## config.mk

```make
export PLATFORM = sky130hd
export DESIGN_NAME = cbist_pair
export DESIGN_NICKNAME = d
export VERILOG_FILES = /design/src/rtl/cbist_pkg.sv /design/src/rtl/cbist_ctrl.sv /design/src/rtl/cbist_dp.sv /design/src/rtl/cbist_pair.sv
export SDC_FILE = /design/constraint.sdc
export NUM_CORES = 1
export LEC_CHECK = 0
export ABC_AREA = 1
export BUFFER_PORTS_ARGS = -buffer_cell sky130_fd_sc_hd__buf_2
export CORE_MARGIN = 8
export CORE_UTILIZATION = 55
export CTS_BUF_LIST = sky130_fd_sc_hd__clkbuf_8
export CTS_CLUSTER_DIAMETER = 200
export DETAILED_ROUTE_END_ITERATION = 8
export GPL_TIMING_DRIVEN = 0
export PLACE_DENSITY_LB_ADDON = 0.3
export SETUP_SLACK_MARGIN = 0.15
export SYNTH_ARGS = -nofsm -noshare
export SYNTH_HDL_FRONTEND = slang
export SYNTH_SLANG_ARGS = --single-unit
```

## constraint.sdc

```tcl
create_clock -name clk -period 1.3 [get_ports clk]
set_input_delay 0.26 -clock clk [delete_from_list [all_inputs] [get_ports clk]]
set_output_delay 0.26 -clock clk [all_outputs]
set_load 0.1 [all_outputs]
```

## src/rtl/cbist_pkg.sv

```systemverilog
package cbist_pkg;

  typedef enum logic [1:0] {
    MODE_SYS  = 2'b00,
    MODE_TEST = 2'b01,
    MODE_SCAN = 2'b10,
    MODE_HOLD = 2'b11
  } cbistMode_e;

  // strobes from control to datapath
  typedef struct packed {
    logic genStep;    // generator advances as LFSR
    logic genShift;   // generator shifts from scanIn
    logic sigLoad;    // signature rank loads system data
    logic sigCompact; // signature rank acts as MISR
    logic sigShift;   // signature rank shifts from generator MSB
    logic qFromGen;   // output mux selects generator rank
  } cbistStrobe_t;

endpackage

```

## src/rtl/cbist_ctrl.sv

```systemverilog
module cbist_ctrl
  import cbist_pkg::*;
(
  input  logic [1:0]   modeSel,
  output cbistStrobe_t strb
);

  cbistMode_e mode;

  always_comb begin
    mode = cbistMode_e'(modeSel);
    strb = '0;
    unique case (mode)
      MODE_SYS:  strb.sigLoad = 1'b1;
      MODE_TEST: begin
        strb.genStep    = 1'b1;
        strb.sigCompact = 1'b1;
        strb.qFromGen   = 1'b1;
      end
      MODE_SCAN: begin
        strb.genShift = 1'b1;
        strb.sigShift = 1'b1;
      end
      MODE_HOLD: strb = '0;
      default:   strb = '0;
    endcase
  end

endmodule

```

## src/rtl/cbist_dp.sv

```systemverilog
module cbist_dp
  import cbist_pkg::*;
#(
  parameter int          N        = 8,
  parameter logic [N-1:0] TAP_MASK = 8'hB8
) (
  input  logic         clk,
  input  logic         rstN,
  input  cbistStrobe_t strb,
  input  logic [N-1:0] sysIn,
  input  logic         scanIn,
  output logic [N-1:0] qOut,
  output logic         scanOut
);

  localparam int MSB = N - 1;

  logic [N-1:0] genRank, genNext;
  logic [N-1:0] sigRank, sigNext;
  logic         genFb, sigFb;
  logic [N-1:0] genShiftIn, sigShiftIn;

  assign genFb = ^(genRank & TAP_MASK);
  assign sigFb = ^(sigRank & TAP_MASK);

  // per-bit serial input for each rank
  for (genvar i = 0; i < N; i++) begin : g_bit
    if (i == 0) begin : g_head
      assign genShiftIn[i] = strb.genShift ? scanIn : genFb;
      assign sigShiftIn[i] = strb.sigShift ? genRank[MSB] : sigFb;
    end else begin : g_body
      assign genShiftIn[i] = genRank[i-1];
      assign sigShiftIn[i] = sigRank[i-1];
    end
  end

  always_comb begin
    genNext = genRank;
    if (strb.genStep || strb.genShift) genNext = genShiftIn;
  end

  always_comb begin
    sigNext = sigRank;
    if (strb.sigLoad)         sigNext = sysIn;
    else if (strb.sigCompact) sigNext = sigShiftIn ^ sysIn;
    else if (strb.sigShift)   sigNext = sigShiftIn;
  end

  always_ff @(posedge clk or negedge rstN) begin
    if (!rstN) begin
      genRank <= '0;
      sigRank <= '0;
    end else begin
      genRank <= genNext;
      sigRank <= sigNext;
    end
  end

  assign qOut    = strb.qFromGen ? genRank : sigRank;
  assign scanOut = sigRank[MSB];

  p_sys_load_r2: assert property (@(posedge clk) disable iff (!rstN)
    strb.sigLoad |=> (sigRank == $past(sysIn)));

  p_gen_keep_r2: assert property (@(posedge clk) disable iff (!rstN)
    strb.sigLoad |=> $stable(genRank));

  p_scan_link_r5: assert property (@(posedge clk) disable iff (!rstN)
    strb.sigShift |=> (sigRank[0] == $past(genRank[MSB])) && (genRank[0] == $past(scanIn)));

  p_hold_r6: assert property (@(posedge clk) disable iff (!rstN)
    (strb == '0) |=> ($stable(genRank) && $stable(sigRank)));

  p_gen_nonzero_r7: assert property (@(posedge clk) disable iff (!rstN)
    (strb.genStep && (genRank != '0)) |=> (genRank != '0));

  p_zero_lock_r8: assert property (@(posedge clk) disable iff (!rstN)
    (strb.genStep && (genRank == '0)) |=> (genRank == '0));

endmodule

```

## src/rtl/cbist_pair.sv

```systemverilog
module cbist_pair
  import cbist_pkg::*;
#(
  parameter int           N        = 8,
  parameter logic [N-1:0] TAP_MASK = 8'hB8
) (
  input  logic         clk,
  input  logic         rstN,
  input  logic [1:0]   modeSel,
  input  logic [N-1:0] sysIn,
  input  logic         scanIn,
  output logic [N-1:0] qOut,
  output logic         scanOut
);

  cbistStrobe_t strb;

  cbist_ctrl u_ctrl (
    .modeSel (modeSel),
    .strb    (strb)
  );

  cbist_dp #(.N(N), .TAP_MASK(TAP_MASK)) u_dp (
    .clk     (clk),
    .rstN    (rstN),
    .strb    (strb),
    .sysIn   (sysIn),
    .scanIn  (scanIn),
    .qOut    (qOut),
    .scanOut (scanOut)
  );

  p_test_q_r3: assert property (@(posedge clk) disable iff (!rstN)
    (modeSel == 2'b01) |-> strb.qFromGen);

endmodule

```

==> results of run 1 <==
## what timing repair did
action	CTS
cloned	1
resized for setup	61
endpoints found under the hold margin	16
pin swaps	4
hold buffers	1
buffers inserted	6
setup endpoints to repair	17
## metrics by stage
step           setup TNS [ns]  cells  hold slack, ns  setup WS, ns
3_5_place_dp           -4.373    186          0.1941       -0.4073
4_1_cts               -0.1805    198          0.3493      -0.05169
3_3_place_gp           -3.728    186          0.1896       -0.3801
2_1_floorplan         -0.5797    140        -0.03559       -0.2123
## cell families after synthesis
logic type / synth area share [%]
AND/OR/NAND/NOR: 27.41
flip-flops: 40.61
XOR/XNOR: 7.994
buffers and inverters: 7.741
AO/OA/AOI/OAI: 11.17
adder cells (fa/ha/maj): 5.076
## Yosys cell counts
| cell type | n |
|---|---|
| inv_1 | 15 |
| nand2_1 | 58 |
| xor2_1 | 4 |
| ha_1 | 4 |
| o21ai_0 | 17 |
| a21oi_1 | 2 |
| inv_2 | 2 |
| nand2_4 | 1 |
| xnor2_1 | 5 |
| o21ai_1 | 3 |
| nand3_1 | 3 |
| buf_2 | 1 |
| nor2_1 | 7 |
| clkbuf_1 | 2 |
| dfrtp_1 | 16 |
==> flow_summary.json, run 1 <==
{
  "portBuffers": 21,
  "ys_seq_area_share_pct": 40.61,
  "antenna_found_initial": 0,
  "syn_area_per_cell_um2": 7.042,
  "synth_cell_types": 15,
  "worst_path_end_type": "top-level output",
  "error": "[ERROR DPL-0033] detailed placement checks failed during check placement.",
  "netlist_instances": 140,
  "hpwlAfterDp_um": 1872,
  "synth-seq-cells": 16,
  "status": "aborted with a tool error",
  "dieHeight_um": 58.34,
  "ios": 22,
  "haltStage": "global routing",
  "htreeDepth": 1,
  "grt_max_degree": 17,
  "die_x_um": 58.34,
  "syn_nets": 157,
  "clock-sinks": 16,
  "numCtsBuffers": 3,
  "synthTopCellsByArea": "dfrtp_1, nand2_1, o21ai_0",
  "place_area_mm2": 0.001290,
  "gp_congestion": 0.7875,
  "row_count": 15,
  "yosysTopAreaCellShare_pct": 40.61,
  "syn_area_um2": 985.9,
  "cts_buffer_depth": 2,
  "start_util_pct": 57.73,
  "worst_endpoint": "qOut[7]",
  "yosys.area.top_type": "dfrtp_1",
  "cts-root-buf": "clkbuf_8",
  "synth_warnings": 0
}
==> inputs of run 2 (changes only) <==
- CORE_AREA: default -> 8 8 69 71
- CORE_MARGIN: 8 -> default
- CORE_UTILIZATION: 55 -> default
- CTS_BUF_LIST: sky130_fd_sc_hd__clkbuf_8 -> default
- CTS_CLUSTER_DIAMETER: 200 -> default
- DIE_AREA: default -> 0 0 77 79
- PLACE_DENSITY_LB_ADDON: 0.3 -> 0.15
- SETUP_SLACK_MARGIN: 0.15 -> default
==> run 2 against run 1 <==
  * The flow now finishes, with violations (setup timing)
  * Synthesized cell count unchanged
  * Area after synthesis unchanged
==> flow_summary.json, run 2 <==
{
  "worstPathCellList": "buf_12 -> inv_12 -> ha_4 -> clkbuf_16 -> nand2_4 -> o21ai_4 -> buf_12",
  "cts-root-buf": "clkbuf_8",
  "period_share_pct": 104.3,
  "clock_skew_ns": 0.005576,
  "arrival_ns": 1.10,
  "max_stage_delay_ns": 0.19,
  "numCtsBuffers": 3,
  "ios": 22,
  "core_area_mm2": 0.003799,
  "power.total_uw": 3147,
  "synth-seq-cells": 16,
  "cp-end-kind": "output port",
  "synthTopCellsByArea": "dfrtp_1, nand2_1, o21ai_0",
  "antenna_left": 0,
  "yosys.area.top_type": "dfrtp_1",
  "combPwrFrac_pct": 59.6,
  "cp_top_family": "buffers and inverters",
  "switchingPower_uw": 1553,
  "final_cell_count_no_fill": 224,
  "whs_ns": 0.3573,
  "ys_seq_area_share_pct": 40.61,
  "gp_congestion": 0.7388,
  "min_from": "scanIn",
  "max_cap_viol_count": 0,
  "via_per_inst": 4.313,
  "reg_top3": "u_dp.genRank (8), u_dp.sigRank (8)",
  "synth_cell_types": 15,
  "ir_worst_vdd_v": 0.0007847,
  "syn_nets": 157,
  "crit_top_cell": "buf_12",
  "clock-sinks": 16,
  "status": "finished, violations left",
  "synth_ff_type": "dfrtp_1",
  "finalSetupViolCount": 8,
  "fin_crit_ns": 1.356,
  "hpwlAfterDp_um": 2016,
  "post-synth-top-count-cell": "nand2_1",
  "grt_pass1_wl_um": 4602,
  "antenna_found_initial": 0,
  "synth_edf_count": 0,
  "cts_buffer_depth": 2,
  "async_flop_share_pct": 100.0,
  "worstSetupStartpointType": "primary input",
  "path_buf_inv": 4,
  "yosys-top-cells-count": "nand2_1, o21ai_0, dfrtp_1, inv_1, nor2_1",
  "crit_type": "in -> out",
  "worst_pin_slew_ns": 0.3988,
  "wl_per_cell_um": 12.20,
  "first_global_vias": 1011,
  "switching_share_pct": 49.34,
  "dieHeight_um": 79,
  "clock_latency_ns": 0.25,
  "finalWorstSetupSlack_ns": -0.05625,
  "cp_slowest_cell": "buf_12",
  "dr_total_vias": 966,
  "yosysTopAreaCellShare_pct": 40.61,
  "first_pass_iters": 4,
  "final_cell_mix": "nand2_1, dfrtp_1, nand2_4, o21ai_0, buf_2",
  "leakage_uw": 0.0008346,
  "p_clk_share_pct": 12.7,
  "power_density_mw_per_mm2": 1927,
  "syn_area_per_cell_um2": 7.042,
  "dp_cells": 211,
  "die_x_um": 77,
  "violations": "setup timing",
  "r2r_slack_ns": 0.05,
  "p_seq_share_pct": 27.7,
  "hold_class": "in -> reg",
  "final_nets": 192,
  "portBuffers": 21,
  "final_hold_viol_count": 0,
  "grt_max_degree": 17,
  "clk_pin_slew_ns": 0.06,
  "relSlewSlack_pct": 73.41,
  "syn_area_um2": 985.9,
  "start_util_pct": 25.96,
  "row_count": 23,
  "r2r_cells": 9,
  "antenna_cells": 0,
  "synth_warnings": 0,
  "post-place-ws_ns": -0.4097,
  "die-area_mm2": 0.006083,
  "grt_overflow_total": 0,
  "grt_usage_pct": 9.396,
  "drtIter0Drc": 33,
  "layout-drive-gt1-share_pct": 37.36,
  "cts_tree": "built",
  "routed_wl_um": 2733,
  "drc": 0,
  "syn_to_final_growth_pct": 65.61,
  "r2r-start": "u_dp.sigRank[7]",
  "worstHoldEndpoint": "u_dp.genRank[0]",
  "slew_violations": 0,
  "path_max_fanout": 5,
  "rsz0062_at_grt": "true",
  "utilization_pct": 42.98,
  "htreeDepth": 1,
  "min_path_cells": 5,
  "fmax_ghz": 0.7373,
  "crit_required_ns": 1.04,
  "layout_commonest_cell": "nand2_1",
  "p_int_uw": 1594,
  "r2r_end": "u_dp.sigRank[0]",
  "netlist_instances": 140
}
[run 2: cell counts after synthesis]
Identical to the previous run, type by type.
[run 2: worst register-to-register path, stage by stage, from the launching register on]
cell     delay, ns
dfrtp_4       0.51
buf_6         0.14
nor2_1        0.09
nor2_1        0.04
nand2_1       0.07
nand3_2       0.06
nand2_1       0.06
nand2_1       0.04
nand3_1       0.08
nand2_1       0.06
[run 2: worst max path at each step]
stage / slack (ns) / depth (start not counted) / start / end
after floorplan: -0.21 / 2 / u_dp.sigRank[7] / qOut[7]
after global placement: -0.39 / 7 / modeSel[1] / qOut[7]
after detailed placement: -0.41 / 7 / modeSel[1] / qOut[4]
after CTS: -0.09 / 7 / modeSel[1] / qOut[4]
after global routing: -0.10 / 7 / modeSel[1] / qOut[4]
final: -0.06 / 7 / modeSel[1] / qOut[4]
[run 2: area by class of cell]
class                      instances  area (um^2)
clock buffer                       4        45.04
timing repair buffer              30        334.1
sequential                        16        404.1
multi-input combinational        104        670.6
fill                             390         2166
buffer                             3        35.03
tap                               50        62.56
inverter                          17        81.33
[run 2: logic make-up (layout without fill, tap and decap cells)]
kind of cell / Yosys count / after routing / share of synthesized area (%)
flip-flops: 16 / 16 / 40.61
AO/OA/AOI/OAI: 22 / 22 / 11.17
XOR/XNOR: 9 / 9 / 7.994
AND/OR/NAND/NOR: 69 / 69 / 27.41
buffers and inverters: 20 / 54 / 7.741
adder cells (fa/ha/maj): 4 / 4 / 5.076
[run 2: metrics by stage]
| step | instance area (um^2) | setup TNS [ns] |
|---|---|---|
| after floorplan | 1120 | -0.5657 |
| after global placement | 1287 | -4.324 |
| after detailed placement | 1287 | -4.536 |
| after CTS | 1594 | -0.4174 |
| after global routing | 1633 | -0.6012 |
| final | 1633 | -0.2339 |
[run 2: timing repair]
item / in CTS / in global routing
hold buffers: 1 / 0
endpoints found under the setup margin: 9 / 11
endpoints found under the hold margin: 16 / 0
setup buffers: 5 / 2
gates cloned: 1 / 0
resized for setup: 54 / 10
pin swaps: 3 / 5
[run 2: power by group through the flow]
stage | Clock, uW | Combinational, uW | Sequential, uW
global route | 437 | 2010 | 899
global placement | 0 | 1430 | 841
detailed placement | 0 | 1450 | 841
floorplan | 0 | 1180 | 865
CTS | 413 | 1840 | 865
finish | 400 | 1880 | 871
[run 2: layer usage]
metal | part of all wire (%) | routed length [um] | global-route usage [%]
met1 | 46 | 1258 | 11.40
met2 | 49 | 1338 | 15.72
met3 | 3.9 | 106 | 2.483
met4 | 1.1 | 30 | 3.396
met5 | 0 | 0 | 0
Power figures use the tool's default switching activity.
